`src/rtl/csrx_pkg.sv`:
```
package csrx_pkg;
  localparam int unsigned ADDR_W = 12;
  localparam int unsigned IDX_W  = 5;
  localparam logic [6:0] OPC_SYSTEM = 7'b1110011;

  typedef enum logic [1:0] {
    KIND_NONE = 2'b00,
    KIND_SWAP = 2'b01,
    KIND_SET  = 2'b10,
    KIND_CLR  = 2'b11
  } csr_kind_e;

  typedef struct packed {
    logic              act;
    csr_kind_e         kind;
    logic              use_imm;
    logic [IDX_W-1:0]  src_field;
    logic [IDX_W-1:0]  dst;
    logic [ADDR_W-1:0] addr;
  } csr_cmd_t;
endpackage

```
`src/rtl/csrx_decode.sv`:
```
module csrx_decode
  import csrx_pkg::*;
(
  input  logic        valid,
  input  logic [31:0] word,
  output csr_cmd_t    cmd,
  output logic        rd_en,
  output logic        wr_en,
  output logic        dst_we
);
  logic [2:0] f3;
  logic       opc_ok;

  always_comb begin
    f3             = word[14:12];
    opc_ok         = (word[6:0] == OPC_SYSTEM);
    cmd.act        = valid && opc_ok && (f3[1:0] != 2'b00);
    cmd.kind       = cmd.act ? csr_kind_e'(f3[1:0]) : KIND_NONE;
    cmd.use_imm    = f3[2];
    cmd.src_field  = word[19:15];
    cmd.dst        = word[11:7];
    cmd.addr       = word[31:20];
    rd_en  = cmd.act && ((cmd.kind != KIND_SWAP) || (cmd.dst != '0));
    wr_en  = cmd.act && ((cmd.kind == KIND_SWAP) || (cmd.src_field != '0));
    dst_we = cmd.act && (cmd.dst != '0);
  end
endmodule

```
`src/rtl/csrx_alu.sv`:
```
module csrx_alu
  import csrx_pkg::*;
#(
  parameter int unsigned XLEN = 32
) (
  input  csr_kind_e        kind,
  input  logic             use_imm,
  input  logic [IDX_W-1:0] imm,
  input  logic [XLEN-1:0]  src_value,
  input  logic [XLEN-1:0]  old_value,
  output logic [XLEN-1:0]  new_value
);
  logic [XLEN-1:0] operand;

  always_comb begin
    operand = use_imm ? {{(XLEN-IDX_W){1'b0}}, imm} : src_value;
    unique case (kind)
      KIND_SWAP: new_value = operand;
      KIND_SET:  new_value = old_value | operand;
      KIND_CLR:  new_value = old_value & ~operand;
      default:   new_value = old_value;
    endcase
  end
endmodule

```
`src/rtl/csrx_regset.sv`:
```
module csrx_regset
  import csrx_pkg::*;
#(
  parameter int unsigned XLEN         = 32,
  parameter int unsigned NUM_SCRATCH  = 4,
  parameter logic [11:0] SCRATCH_BASE = 12'h7C0,
  parameter logic [11:0] TAP_ADDR     = 12'h7C8,
  parameter logic [11:0] COUNT_ADDR   = 12'h7C9
) (
  input  logic              clk,
  input  logic              rst_n,
  input  logic [ADDR_W-1:0] addr,
  input  logic              rd_en,
  input  logic              wr_en,
  input  logic [XLEN-1:0]   wdata,
  output logic [XLEN-1:0]   rdata
);
  localparam logic [XLEN-1:0] ONE = {{(XLEN-1){1'b0}}, 1'b1};

  logic [XLEN-1:0] scratch_q [NUM_SCRATCH];
  logic [XLEN-1:0] tap_q, tap_d, count_q, count_d;
  logic [NUM_SCRATCH-1:0] hit;
  logic tap_hit, count_hit, count_en;

  assign tap_hit   = (addr == TAP_ADDR);
  assign count_hit = (addr == COUNT_ADDR);
  assign count_en  = rd_en && tap_hit;

  for (genvar i = 0; i < NUM_SCRATCH; i++) begin : g_scratch
    logic [XLEN-1:0] d;
    logic            en;
    assign hit[i] = (addr == 12'(SCRATCH_BASE + i));
    assign en     = wr_en && hit[i];
    assign d      = en ? wdata : scratch_q[i];

    always_ff @(posedge clk or negedge rst_n) begin
      if (!rst_n) scratch_q[i] <= '0;
      else        scratch_q[i] <= d;
    end

    a_r9_scratch_write: assert property (@(posedge clk) disable iff (!rst_n)
      (wr_en && addr == 12'(SCRATCH_BASE + i)) |=> scratch_q[i] == $past(wdata));
    a_r12_scratch_hold: assert property (@(posedge clk) disable iff (!rst_n)
      !(wr_en && addr == 12'(SCRATCH_BASE + i)) |=> $stable(scratch_q[i]));
  end

  always_comb begin
    tap_d   = (wr_en && tap_hit) ? wdata : tap_q;
    count_d = count_en ? count_q + ONE : count_q;
  end

  always_ff @(posedge clk or negedge rst_n) begin
    if (!rst_n) begin
      tap_q   <= '0;
      count_q <= '0;
    end else begin
      tap_q   <= tap_d;
      count_q <= count_d;
    end
  end

  always_comb begin
    rdata = '0;
    for (int i = 0; i < NUM_SCRATCH; i++)
      if (hit[i]) rdata = scratch_q[i];
    if (tap_hit)   rdata = tap_q;
    if (count_hit) rdata = count_q;
  end

  a_r11_count_step: assert property (@(posedge clk) disable iff (!rst_n)
    (rd_en && addr == TAP_ADDR) |=> count_q == $past(count_q) + ONE);
  a_r11_count_hold: assert property (@(posedge clk) disable iff (!rst_n)
    !(rd_en && addr == TAP_ADDR) |=> $stable(count_q));
endmodule

```
`src/rtl/csr_exec_unit.sv`:
```
module csr_exec_unit
  import csrx_pkg::*;
#(
  parameter int unsigned XLEN         = 32,
  parameter int unsigned NUM_SCRATCH  = 4,
  parameter logic [11:0] SCRATCH_BASE = 12'h7C0,
  parameter logic [11:0] TAP_ADDR     = 12'h7C8,
  parameter logic [11:0] COUNT_ADDR   = 12'h7C9
) (
  input  logic            clk,
  input  logic            rst_n,
  input  logic            instr_valid,
  input  logic [31:0]     instr_word,
  input  logic [XLEN-1:0] rs1_value,
  output logic [11:0]     csr_addr,
  output logic            csr_rd_en,
  output logic            csr_wr_en,
  output logic [XLEN-1:0] csr_wdata,
  output logic [XLEN-1:0] csr_rdata,
  output logic            rd_we,
  output logic [4:0]      rd_index,
  output logic [XLEN-1:0] rd_data
);
  logic [1:0]      rst_sync_q;
  logic            rst_core_n;
  csr_cmd_t        cmd;
  logic [XLEN-1:0] raw_rdata;

  always_ff @(posedge clk or negedge rst_n) begin
    if (!rst_n) rst_sync_q <= 2'b00;
    else        rst_sync_q <= {rst_sync_q[0], 1'b1};
  end
  assign rst_core_n = rst_sync_q[1];

  csrx_decode u_decode (
    .valid  (instr_valid),
    .word   (instr_word),
    .cmd    (cmd),
    .rd_en  (csr_rd_en),
    .wr_en  (csr_wr_en),
    .dst_we (rd_we)
  );

  csrx_regset #(
    .XLEN(XLEN), .NUM_SCRATCH(NUM_SCRATCH), .SCRATCH_BASE(SCRATCH_BASE),
    .TAP_ADDR(TAP_ADDR), .COUNT_ADDR(COUNT_ADDR)
  ) u_regset (
    .clk   (clk),
    .rst_n (rst_core_n),
    .addr  (cmd.addr),
    .rd_en (csr_rd_en),
    .wr_en (csr_wr_en),
    .wdata (csr_wdata),
    .rdata (raw_rdata)
  );

  csrx_alu #(.XLEN(XLEN)) u_alu (
    .kind      (cmd.kind),
    .use_imm   (cmd.use_imm),
    .imm       (cmd.src_field),
    .src_value (rs1_value),
    .old_value (raw_rdata),
    .new_value (csr_wdata)
  );

  assign csr_addr  = cmd.addr;
  assign rd_index  = cmd.dst;
  assign csr_rdata = csr_rd_en ? raw_rdata : '0;
  assign rd_data   = csr_rdata;

  a_r1_idle_quiet: assert property (@(posedge clk) disable iff (!rst_core_n)
    !instr_valid |-> !csr_rd_en && !csr_wr_en && !rd_we);
  a_r3_swap_x0_no_read: assert property (@(posedge clk) disable iff (!rst_core_n)
    (instr_valid && instr_word[13:12] == 2'b01 && instr_word[11:7] == 5'd0) |-> !csr_rd_en);
  a_r6_zero_src_no_write: assert property (@(posedge clk) disable iff (!rst_core_n)
    (instr_valid && instr_word[13] && instr_word[19:15] == 5'd0) |-> !csr_wr_en);
  a_r8_dst_nonzero: assert property (@(posedge clk) disable iff (!rst_core_n)
    rd_we |-> (rd_index != 5'd0) && instr_valid);
endmodule

```
`config.mk`:
```
export PLATFORM = sky130hd
export DESIGN_NAME = csr_exec_unit
export DESIGN_NICKNAME = d
export VERILOG_FILES = /design/src/rtl/csrx_pkg.sv /design/src/rtl/csrx_decode.sv /design/src/rtl/csrx_alu.sv /design/src/rtl/csrx_regset.sv /design/src/rtl/csr_exec_unit.sv
export SDC_FILE = /design/constraint.sdc
export NUM_CORES = 1
export LEC_CHECK = 0
export BUFFER_PORTS_ARGS = -buffer_cell sky130_fd_sc_hd__buf_2
export CELL_PAD_IN_SITES_DETAIL_PLACEMENT = 1
export CELL_PAD_IN_SITES_GLOBAL_PLACEMENT = 1
export CORE_MARGIN = 2
export CORE_UTILIZATION = 40
export CTS_CLUSTER_DIAMETER = 200
export DETAILED_ROUTE_END_ITERATION = 6
export PLACE_DENSITY = 0.84
export SYNTH_ARGS = -nofsm -noshare
export SYNTH_HDL_FRONTEND = slang
export SYNTH_SLANG_ARGS = --single-unit
```
`constraint.sdc`:
```
create_clock -name clk -period 5.35 [get_ports clk]
set_input_delay 1.07 -clock clk [delete_from_list [all_inputs] [get_ports clk]]
set_output_delay 1.07 -clock clk [all_outputs]
set_load 0.05 [all_outputs]
```
==> qor.yml <==
clock_tree:
  worst_skew_pair.late_latency_ps: 440
  cts_max_level: 4
  numCtsBuffers: 17
  clk_root_buffer_cell: "clkbuf_16"
  postCtsSetupRepairBufs: 0
  cts.clk_slew.worst_paths_ps: 70
  cts_resized: 0
  clock-sinks: 194
  cts_tree: "done"
  holdBufCountCts: 0
  clock_path_buffers: 2
synthesis:
  netlist.area_leader.share_pct: 40.6
  synth_top_family_by_area: "simple AND/OR/NAND/NOR gates"
  mean_instance_size_in_the_synthesized_netlist_um2: 8.87
  yosysTopAreaCell: "dfrtp_1"
  synth_cells: 1349
  yosys_warnings: 0
  synth_xor_area_share_pct: 2.34
  fraction_of_synthesized_area_in_multiplexers_pct: 9.34
  synth.yosys.seq_area_share_pct: 40.6
  synth_area_in_simple_gates_pct: 22.0
  post_synth_instance_area_um2: 12000
  synthesis.nets: 1417
  yosys.area_share.adder_pct: 0.105
  synth_flop_cell: "dfrtp_1"
  async_flop_share_pct: 100
  netlist_top_cells_area: "dfrtp_1 (41%), mux2i_1 (8.1%), nand2_1 (5.6%)"
  synth_enable_flop_cells: 0
  synth_compound_area_share_pct: 16.6
  netlist-cell-type-count: 71
  yosys_reg_bits: 194
floorplanning:
  row_count: 63
  die_area_um2: 31300
  boundary_pin_count: 183
  die_h_um: 177
  chipWidth_um: 177
  placeableCoreArea_um2: 29600
  initial_util_pct: 40.5
layout:
  area_growth_pct: 11.5
  proportion_of_layout_cells_with_a_drive_suffix_above_1_pct: 22.7
  final.fill_count: 3551
  nNetsFinal: 1492
  n_antenna_cell: 0
  layout_commonest_cell: "dfrtp_1"
  final_cells: 1826
  most_frequent_cells_in_the_layout: "dfrtp_1 (193), buf_2 (181), nand2_1 (179)"
worst_setup_path:
  critPathLaunchType: "input pin"
  r2r_end: "u_regset.count_q[27]"
  required_ps: 4280
  timing.rr.start: "u_regset.count_q[4]"
  setup.reg_to_reg.worst_slack_ps: 2770
  rr_worst_depth: 5
  critical_path_peak_fanout: 26
  worstPathArrival_ps: 3600
  crit_path_end_kind: "primary output"
  critical_path_class: "in2out"
placed_design:
  detailed_place_hpwl_um: 26800
  dpl_cells: 1795
  placement.io_buffers: 182
  post-place-ws_ps: 765
  gp_congestion: 0.861
run_status:
  run_status: "finished, final reports clean"
grt:
  first_global_vias: 11064
  global_route_wire_length_before_repair_um: 62200
  grt.overflow.total: 0
  antenna_found_initial: 0
  grt_max_degree: 193
  groute.usage.overall_pct: 25.5
detailed_routing:
  firstDrtPassIters: 5
  highest-signal-layer: "met4"
  routed-wl-met3_um: 2780
  via_count: 10861
  routed_wl_per_cell_um: 21.7
  drtAntennaViolNets: 0
  first_iter_violations: 937
  drcViolationCount: 0
  routed_via_density: 5.95
  route.layer.met1.wl_um: 16400
  postRouteWirelength_um: 39700
  met2_wirelength_um: 19600
min_path:
  hold_class: "reg2reg"
  min_delay_path_depth: 0
  worstHoldStart: "rst_sync_q[0]"
  holdPathEnd: "rst_sync_q[1]"
sta:
  max_slew.worst_pin.slew_ps: 1160
  hold_viol_final: 0
  rsz0062_at_grt: "no"
  postLayoutSetupSlackWorst_ps: 678
  timing.final.crit_period_ps: 4670
  clock.fmax_ghz: 0.214
  final-setup-viol-count: 0
  final-max-slew-violation-count: 0
  clock-skew-final_ps: 12.6
  slew-limit-headroom_pct: 22.7
  final.setup.tns_ps: 0
  final_min_period_over_clock_period_pct: 87.3
power:
  p_leak_nw: 6.19
  cellPowerDensity_nw_per_um2: 221
  vdd.ir_drop.worst_mv: 0.191
  post-layout-total-power_mw: 2.94
flow_run:
  drv_cap: 0
==> worst max-delay path, stage by stage <==
cell      delay, ps
buf_2           280
nor2_1          560
or3_1           600
nor3_1          160
a41oi_1         450
o211ai_1        200
buf_2           260
==> cell type report <==
cell class,count,area [um^2],share of cell area (%)
tap,390,488,3.66
clock buffer,21,440,3.30
multi-input combinational,939,6060,45.5
timing repair buffer,205,1140,8.52
sequential,194,4860,36.4
inverter,67,251,1.89
clock inverter,10,103,0.769
==> registers in the layout (all words and copies together), names as in the netlist <==
signal,flops
u_regset.scratch_q,128
u_regset.tap_q,32
u_regset.count_q,32
rst_sync_q,2
==> cell families after synthesis <==
group	after synthesis
AND/OR/NAND/NOR	511
XOR/XNOR	32
adder cells (fa/ha/maj)	1
multiplexers	110
buffers and inverters	216
other	1
flip-flops	194
AO/OA/AOI/OAI	284
==> worst max-delay path by stage <==
stage | depth (start not counted) | end | from
after detailed placement | 7 | csr_wdata[3] | instr_word[13]
final | 7 | csr_wdata[3] | instr_word[13]
after global routing | 7 | csr_wdata[3] | instr_word[13]
after floorplan | 5 | csr_wdata[0] | instr_word[25]
after global placement | 7 | rd_data[28] | instr_word[31]
after CTS | 7 | csr_wdata[3] | instr_word[13]
==> per-stage QoR <==
stage          instance area [um^2]  hold WS [ps]  utilization, %
2_1_floorplan                 12000           331               -
3_3_place_gp                  12800           342            43.3
3_5_place_dp                  12800           344            43.3
4_1_cts                       13300           361            45.1
5_1_grt                       13300           369            45.1
6_report                      13300           358            45.1
==> report_power, final <==
part | leakage (nW) | internal, mW | switching [mW]
registers | 2.38 | 1.47 | 0.000422
clock network | 0.259 | 0.646 | 0.590
logic | 3.56 | 0.0652 | 0.176
total | 6.19 | 2.18 | 0.766
==> per-layer routing <==
layer  global-route usage, %  vias up
li1                        -     4838
met1                    32.9     5512
met2                    43.0      442
met3                    4.47       69
met4                    8.85        0
met5                       0        -
==> synth_stat cells (4+ instances only) <==
cell / count
dfrtp_1: 194
nand2_1: 179
mux2i_1: 97
o21ai_0: 79
nor2_1: 69
inv_1: 67
nand2b_1: 54
buf_4: 53
clkbuf_1: 53
nand3_1: 45
a21oi_1: 42
nor3_1: 34
buf_2: 31
nor2b_1: 30
a211oi_1: 26
o221ai_1: 26
or2_2: 26
a22o_1: 25
o221a_2: 23
xor2_1: 20
nand4_1: 16
nor3_2: 14
mux2_2: 13
xnor2_1: 12
o211ai_1: 11
nor4_1: 8
o22ai_1: 8
a31oi_1: 7
and4_1: 7
buf_1: 7
o21ai_1: 7
and2_1: 4
and3_1: 4
buf_6: 4
Note: power is estimated with default switching activity, not from simulation.
